$ cat src/rtl/exu_pkg.sv
package exu_pkg;
  localparam int unsigned ILEN = 32;

  typedef enum logic [6:0] {
    OPC_OP_IMM = 7'h13,
    OPC_OP     = 7'h33,
    OPC_LUI    = 7'h37,
    OPC_AUIPC  = 7'h17
  } opc_e;

  typedef enum logic [2:0] {
    FN_ADD  = 3'd0,
    FN_SLL  = 3'd1,
    FN_SLT  = 3'd2,
    FN_SLTU = 3'd3,
    FN_XOR  = 3'd4,
    FN_SR   = 3'd5,
    FN_OR   = 3'd6,
    FN_AND  = 3'd7
  } alu_fn_e;

  typedef enum logic [1:0] {
    SRC_A_REG  = 2'd0,
    SRC_A_PC   = 2'd1,
    SRC_A_ZERO = 2'd2
  } src_a_e;

  typedef struct packed {
    logic [4:0]      rs1;
    logic [4:0]      rs2;
    logic [4:0]      rd;
    alu_fn_e         fn;
    logic            alt;
    src_a_e          a_sel;
    logic            b_imm;
    logic [ILEN-1:0] imm;
    logic            we;
    logic            illegal;
  } dec_t;
endpackage

$ cat src/rtl/exu_decode.sv
module exu_decode
  import exu_pkg::*;
(
  input  logic            valid_i,
  input  logic [ILEN-1:0] instr_i,
  output dec_t            dec_o
);
  alu_fn_e         f3;
  logic [ILEN-1:0] imm_i;
  logic [ILEN-1:0] imm_u;

  assign f3    = alu_fn_e'(instr_i[14:12]);
  assign imm_i = {{20{instr_i[31]}}, instr_i[31:20]};
  assign imm_u = {instr_i[31:12], 12'b0};

  always_comb begin
    dec_o         = '0;
    dec_o.rs1     = instr_i[19:15];
    dec_o.rs2     = instr_i[24:20];
    dec_o.rd      = instr_i[11:7];
    dec_o.fn      = FN_ADD;
    dec_o.a_sel   = SRC_A_REG;
    case (instr_i[6:0])
      OPC_OP_IMM: begin
        dec_o.fn    = f3;
        dec_o.alt   = (f3 == FN_SR) && instr_i[30];
        dec_o.b_imm = 1'b1;
        dec_o.imm   = imm_i;
        dec_o.we    = valid_i;
      end
      OPC_OP: begin
        dec_o.fn    = f3;
        dec_o.alt   = ((f3 == FN_SR) || (f3 == FN_ADD)) && instr_i[30];
        dec_o.we    = valid_i;
      end
      OPC_LUI: begin
        dec_o.a_sel = SRC_A_ZERO;
        dec_o.b_imm = 1'b1;
        dec_o.imm   = imm_u;
        dec_o.we    = valid_i;
      end
      OPC_AUIPC: begin
        dec_o.a_sel = SRC_A_PC;
        dec_o.b_imm = 1'b1;
        dec_o.imm   = imm_u;
        dec_o.we    = valid_i;
      end
      default: dec_o.illegal = valid_i;
    endcase
  end
endmodule

$ cat src/rtl/exu_alu.sv
module exu_alu
  import exu_pkg::*;
#(
  parameter int unsigned XLEN = 32
) (
  input  logic [XLEN-1:0] a_i,
  input  logic [XLEN-1:0] b_i,
  input  alu_fn_e         fn_i,
  input  logic            alt_i,
  output logic [XLEN-1:0] res_o
);
  localparam int unsigned SHW = $clog2(XLEN);

  logic [SHW-1:0]  shamt;
  logic [XLEN-1:0] sum;
  logic [XLEN-1:0] shr;
  logic            lt_s;
  logic            lt_u;

  assign shamt = b_i[SHW-1:0];
  assign sum   = alt_i ? (a_i - b_i) : (a_i + b_i);
  assign lt_s  = $signed(a_i) < $signed(b_i);
  assign lt_u  = a_i < b_i;
  assign shr   = alt_i ? XLEN'($signed(a_i) >>> shamt) : (a_i >> shamt);

  always_comb begin
    case (fn_i)
      FN_ADD:  res_o = sum;
      FN_SLL:  res_o = a_i << shamt;
      FN_SLT:  res_o = {{(XLEN-1){1'b0}}, lt_s};
      FN_SLTU: res_o = {{(XLEN-1){1'b0}}, lt_u};
      FN_XOR:  res_o = a_i ^ b_i;
      FN_SR:   res_o = shr;
      FN_OR:   res_o = a_i | b_i;
      FN_AND:  res_o = a_i & b_i;
      default: res_o = '0;
    endcase
  end
endmodule

$ cat src/rtl/exu_regfile.sv
module exu_regfile #(
  parameter int unsigned XLEN = 32,
  parameter int unsigned NREG = 32,
  parameter int unsigned NRP  = 3,
  localparam int unsigned AW  = $clog2(NREG)
) (
  input  logic                     clk_i,
  input  logic                     rst_ni,
  input  logic                     we_i,
  input  logic [AW-1:0]            waddr_i,
  input  logic [XLEN-1:0]          wdata_i,
  input  logic [NRP-1:0][AW-1:0]   raddr_i,
  output logic [NRP-1:0][XLEN-1:0] rdata_o
);
  logic [NREG-1:0][XLEN-1:0] regs_q;

  always_ff @(posedge clk_i or negedge rst_ni) begin
    if (!rst_ni) regs_q <= '0;
    else if (we_i && (waddr_i != '0)) regs_q[waddr_i] <= wdata_i;
  end

  for (genvar p = 0; p < NRP; p++) begin : g_rport
    assign rdata_o[p] = (raddr_i[p] == '0) ? '0 : regs_q[raddr_i[p]];
  end


  write_lands_chk: assert property (@(posedge clk_i) disable iff (!rst_ni)
    (we_i && waddr_i != '0) |=> regs_q[$past(waddr_i)] == $past(wdata_i));

  idle_hold_chk: assert property (@(posedge clk_i) disable iff (!rst_ni)
    !we_i |=> $stable(regs_q));

  x0_drop_chk: assert property (@(posedge clk_i) disable iff (!rst_ni)
    (we_i && waddr_i == '0) |=> $stable(regs_q));
endmodule

$ cat src/rtl/exu_core.sv
module exu_core
  import exu_pkg::*;
#(
  parameter int unsigned XLEN = 32,
  parameter int unsigned NREG = 32,
  localparam int unsigned AW  = $clog2(NREG)
) (
  input  logic            clk_i,
  input  logic            rst_ni,
  input  logic            valid_i,
  input  logic [ILEN-1:0] instr_i,
  input  logic [XLEN-1:0] pc_i,
  input  logic [AW-1:0]   dbg_addr_i,
  output logic [XLEN-1:0] dbg_data_o,
  output logic            illegal_o
);
  localparam int unsigned NRP = 3;

  dec_t                     dec;
  logic [NRP-1:0][AW-1:0]   raddr;
  logic [NRP-1:0][XLEN-1:0] rdata;
  logic [XLEN-1:0]          op_a;
  logic [XLEN-1:0]          op_b;
  logic [XLEN-1:0]          alu_res;

  exu_decode u_dec (
    .valid_i (valid_i),
    .instr_i (instr_i),
    .dec_o   (dec)
  );

  assign raddr[0] = AW'(dec.rs1);
  assign raddr[1] = AW'(dec.rs2);
  assign raddr[2] = dbg_addr_i;

  exu_regfile #(.XLEN(XLEN), .NREG(NREG), .NRP(NRP)) u_rf (
    .clk_i   (clk_i),
    .rst_ni  (rst_ni),
    .we_i    (dec.we),
    .waddr_i (AW'(dec.rd)),
    .wdata_i (alu_res),
    .raddr_i (raddr),
    .rdata_o (rdata)
  );

  always_comb begin
    case (dec.a_sel)
      SRC_A_PC:   op_a = pc_i;
      SRC_A_ZERO: op_a = '0;
      default:    op_a = rdata[0];
    endcase
  end

  assign op_b = dec.b_imm ? XLEN'(dec.imm) : rdata[1];

  exu_alu #(.XLEN(XLEN)) u_alu (
    .a_i   (op_a),
    .b_i   (op_b),
    .fn_i  (dec.fn),
    .alt_i (dec.alt),
    .res_o (alu_res)
  );

  assign dbg_data_o = rdata[2];
  assign illegal_o  = dec.illegal;


  illegal_no_write_chk: assert property (@(posedge clk_i) disable iff (!rst_ni)
    illegal_o |-> !dec.we);

  idle_quiet_chk: assert property (@(posedge clk_i) disable iff (!rst_ni)
    !valid_i |-> (!illegal_o && !dec.we));

  sra_sign_chk: assert property (@(posedge clk_i) disable iff (!rst_ni)
    (dec.fn == FN_SR && dec.alt && op_a[XLEN-1]) |-> alu_res[XLEN-1]);

  srl_shrinks_chk: assert property (@(posedge clk_i) disable iff (!rst_ni)
    (dec.fn == FN_SR && !dec.alt) |-> (alu_res <= op_a));
endmodule

$ cat config.mk
export PLATFORM = sky130hd
export DESIGN_NAME = exu_core
export DESIGN_NICKNAME = d
export VERILOG_FILES = /design/src/rtl/exu_pkg.sv /design/src/rtl/exu_decode.sv /design/src/rtl/exu_alu.sv /design/src/rtl/exu_regfile.sv /design/src/rtl/exu_core.sv
export SDC_FILE = /design/constraint.sdc
export NUM_CORES = 2
export LEC_CHECK = 0
export BUFFER_PORTS_ARGS = -buffer_cell sky130_fd_sc_hd__buf_2
export CORE_MARGIN = 5
export CORE_UTILIZATION = 50
export DETAILED_ROUTE_END_ITERATION = 10
export PLACE_DENSITY = 0.66
export SKIP_CTS_REPAIR_TIMING = 1
export SYNTH_ARGS = -nofsm -noshare
export SYNTH_HDL_FRONTEND = slang
export SYNTH_SLANG_ARGS = --single-unit
$ cat constraint.sdc
create_clock -name clk_i -period 6.75 [get_ports clk_i]
set_clock_uncertainty 0.1 [all_clocks]
set_input_delay 1.35 -clock clk_i [delete_from_list [all_inputs] [get_ports clk_i]]
set_output_delay 1.35 -clock clk_i [all_outputs]
set_load 0.05 [all_outputs]
==> impl_results.md <==
* Hold WS at 0.3208 ns
* CP arrival at 7.33 ns
* Max VDD drop at 0.2418 mV
* CTS tree: done
* Slew headroom at 9.602%
* Overflow left after global routing at 0
* Gr usage total at 42.99%
* Num rows at 138
* Share of cells above drive strength 1 at 33.46%
* Worst slew pin tran at 1.356 ns
* Worst Hold Class: reg -> reg
* Largest net degree at the start of global routing at 185
* Die width at 387.9 um
* CTS buffer count at 112
* Synthesized area per cell at 10.80 sq um
* Vias in the first global route at 63450
* Area of the core at 141800 sq um
* Total power draw at 16.16 mW
* Die Y at 387.9 um
* Post-synth EDFFs at 0
* Worst R2R Start: u_rf.regs_q[485]$_DFFE_PN0P_
* Period utilization at 100.8%
* DRT antenna net count at 0
* Synth Area in Adders at 1.791%
* Htree depth at 3
* Netlist Area Pre-Place at 71410 sq um
* Critical-path maximum fanout at 16
* Avg WL per Cell at 36.05 um
* Register area share after synthesis at 35.88%
* Critical Path Start: instr_i[3]
* Ranking of synthesized cells by area: dfrtp_1, mux4_2, mux2i_1
* Leakage at 36.37 nW
* Finished Core Util at 60.10%
* Critical Path RT at 7.27 ns
* I/O pin total at 105
* Startpoint Class: input port
* CP Capture Type: flip-flop
* Metal1 wirelength at 118.6 mm
* Sink Count at 1024
* Fmax at 146.9 MHz
* Biggest regs: u_rf.regs_q x1024
* Reg with most FFs: u_rf.regs_q
* CP Class: in -> reg
* Initial Util at 50.37%
* Routed WL at 329.2 mm
* # DRC at 0
* Max-Cap Viols at 0
* Largest family of logic cells by synthesized area: multiplexers
* Met3 WL at 46.88 mm
* Final GP Congestion at 1.016
* Post-Synth XOR/XNOR Area at 0.2330%
* Skew-Pair Late Insertion Delay at 0.79 ns
* Post-synthesis cell type count at 104
* Post-synth top flop: dfrtp_1
* Most common library cells after synthesis: dfrtp_1, nand2_1, mux4_2
* Cells after synthesis at 6612
* Placement Setup Slack at -1.533 ns
* Final hold violation count at 0
* Clk slew on worst S/H paths at 0.06 ns
* DR vias at 65360
* Cell taking the most area after synthesis: dfrtp_1
* Area fraction of the dominant cell type after synthesis at 35.88%
* Drt initial violations at 10040
* Yosys reg bits at 1024
* Max layer used: met5
* Slew Limit Fails at 0
* Synth async-reset ratio at 100.0%
* # nets final at 7303
* Compound-Gate Fraction of Synth Area at 14.55%
* Final Setup Violations at 31
* Final worst-path setup slack at -0.05604 ns
* Antenna violations before repair at 23
* # fillers at 11690
* Failing checks: setup timing
* Cell Pwr Density at 189.7 nW/um^2
* Hold path start: u_rf.regs_q[0]$_DFFE_PN0P_
* Syn. warnings at 0
* Most frequent cell after synthesis: dfrtp_1
* Wire length on met2 at 138.2 mm
* Via density at 7.157
* Detailed placement HPWL at 230.4 mm
* Clock root buffer: clkbuf_16
* Synthesized net count at 6785
* DR pass1 iterations at 7
* Setup Total Neg Slack at -0.6983 ns
* RSZ-0062 raised after global routing: yes
* Clk buf depth at 3
* Max FFs per register at 1024
* Area delta synth->final at 19.30%
* Buffers on Ports at 104
* Die ar. at 150500 sq um
* First-pass GRT wire length at 468.6 mm
* Synth Area in Simple Gates at 9.889%
* Fraction of synthesized area in multiplexers at 32.71%
* Period minus WS final at 6.806 ns
* Status: finished, violations left
[layout by cell type, fill, tap and decap left out, types with 42 or more instances in the layout]
cell | Yosys | final
mux2i_1 | 344 | 343
o211ai_1 | 42 | 42
o22ai_1 | 46 | 46
a22oi_1 | 78 | 78
nand3_1 | 89 | 89
o21ai_0 | 675 | 673
buf_12 | 4 | 130
a21oi_1 | 390 | 387
mux4_2 | 788 | 788
inv_1 | 108 | 108
clkbuf_16 | 0 | 116
o31ai_1 | 55 | 53
buf_4 | 30 | 868
buf_2 | 117 | 92
o21ai_1 | 43 | 45
dfrtp_1 | 1024 | 1024
o221ai_1 | 47 | 47
ha_1 | 99 | 98
nor3_1 | 50 | 46
nor2_1 | 429 | 394
mux2_2 | 157 | 157
nand2_1 | 872 | 845
[final cells by class]
type | instances | area, sq um | share of cell area (%)
flip-flops and latches | 1024 | 25620 | 30.08
well taps | 1890 | 2365 | 2.776
multi-input cells | 4773 | 42840 | 50.28
inverters | 116 | 436.7 | 0.5126
repair buffers | 1103 | 9807 | 11.51
clock buffers | 157 | 3282 | 3.852
diodes | 17 | 42.54 | 0.04993
clock inverters | 53 | 798.3 | 0.9370
[routing by layer]
| metal | vias up | global-route usage [%] |
|---|---|---|
| li1 | 26150 | - |
| met5 | - | 0 |
| met2 | 5313 | 61.19 |
| met4 | 6 | 25.91 |
| met1 | 32690 | 56.83 |
| met3 | 1196 | 14.99 |
[power breakdown]
part	internal [mW]	leakage, nW	switching [mW]
clock	3.98	1.99	2.83
combinational	1.18	20.1	1.84
sequential	6.23	14.3	0.0995
total	11.4	36.4	4.77
[cell families after synthesis]
logic type      after synthesis
buf+inv                     815
xor+xnor                     19
mux                        1312
simple gates               1655
compound gates             1686
fa+ha+maj                   101
flops                      1024
[critical path, stage by stage]
cell	delay, ns
buf_2	0.10
or3b_4	0.44
nor2_2	0.13
nand3_1	0.17
ha_4	0.40
o31ai_4	0.09
buf_4	0.20
buf_4	0.26
a2111oi_4	0.64
buf_4	0.23
ha_1	0.24
or4_1	0.57
or3_4	0.37
nor2_1	0.12
nor4_1	0.07
a211oi_1	0.36
buf_4	0.21
nand2_1	0.07
nand2_1	0.09
a311o_1	0.22
xnor2_1	0.14
a2111oi_4	0.38
buf_6	0.20
buf_12	0.16
o21ai_0	0.10
[final timing paths]
check	to	slack (ns)	cells after the start
setup / recovery	u_rf.regs_q[959]$_DFFE_PN0P_	-0.06	25
hold / removal	u_rf.regs_q[0]$_DFFE_PN0P_	0.32	0
setup reg to reg	u_rf.regs_q[412]$_DFFE_PN0P_	0.95	20
hold reg to reg	u_rf.regs_q[0]$_DFFE_PN0P_	0.32	0
max in group asynchronous	u_rf.regs_q[690]$_DFFE_PN0P_	4.42	2
min in group asynchronous	u_rf.regs_q[701]$_DFFE_PN0P_	0.50	1
[per-stage QoR]
step / std cells / area, sq um
6_report: 9133 / 85190
3_5_place_dp: 8894 / 80730
5_1_grt: 9116 / 85150
4_1_cts: 9104 / 84810
2_1_floorplan: 6612 / 71660
3_3_place_gp: 8894 / 80730
Note: power is estimated with default switching activity, not from simulation.
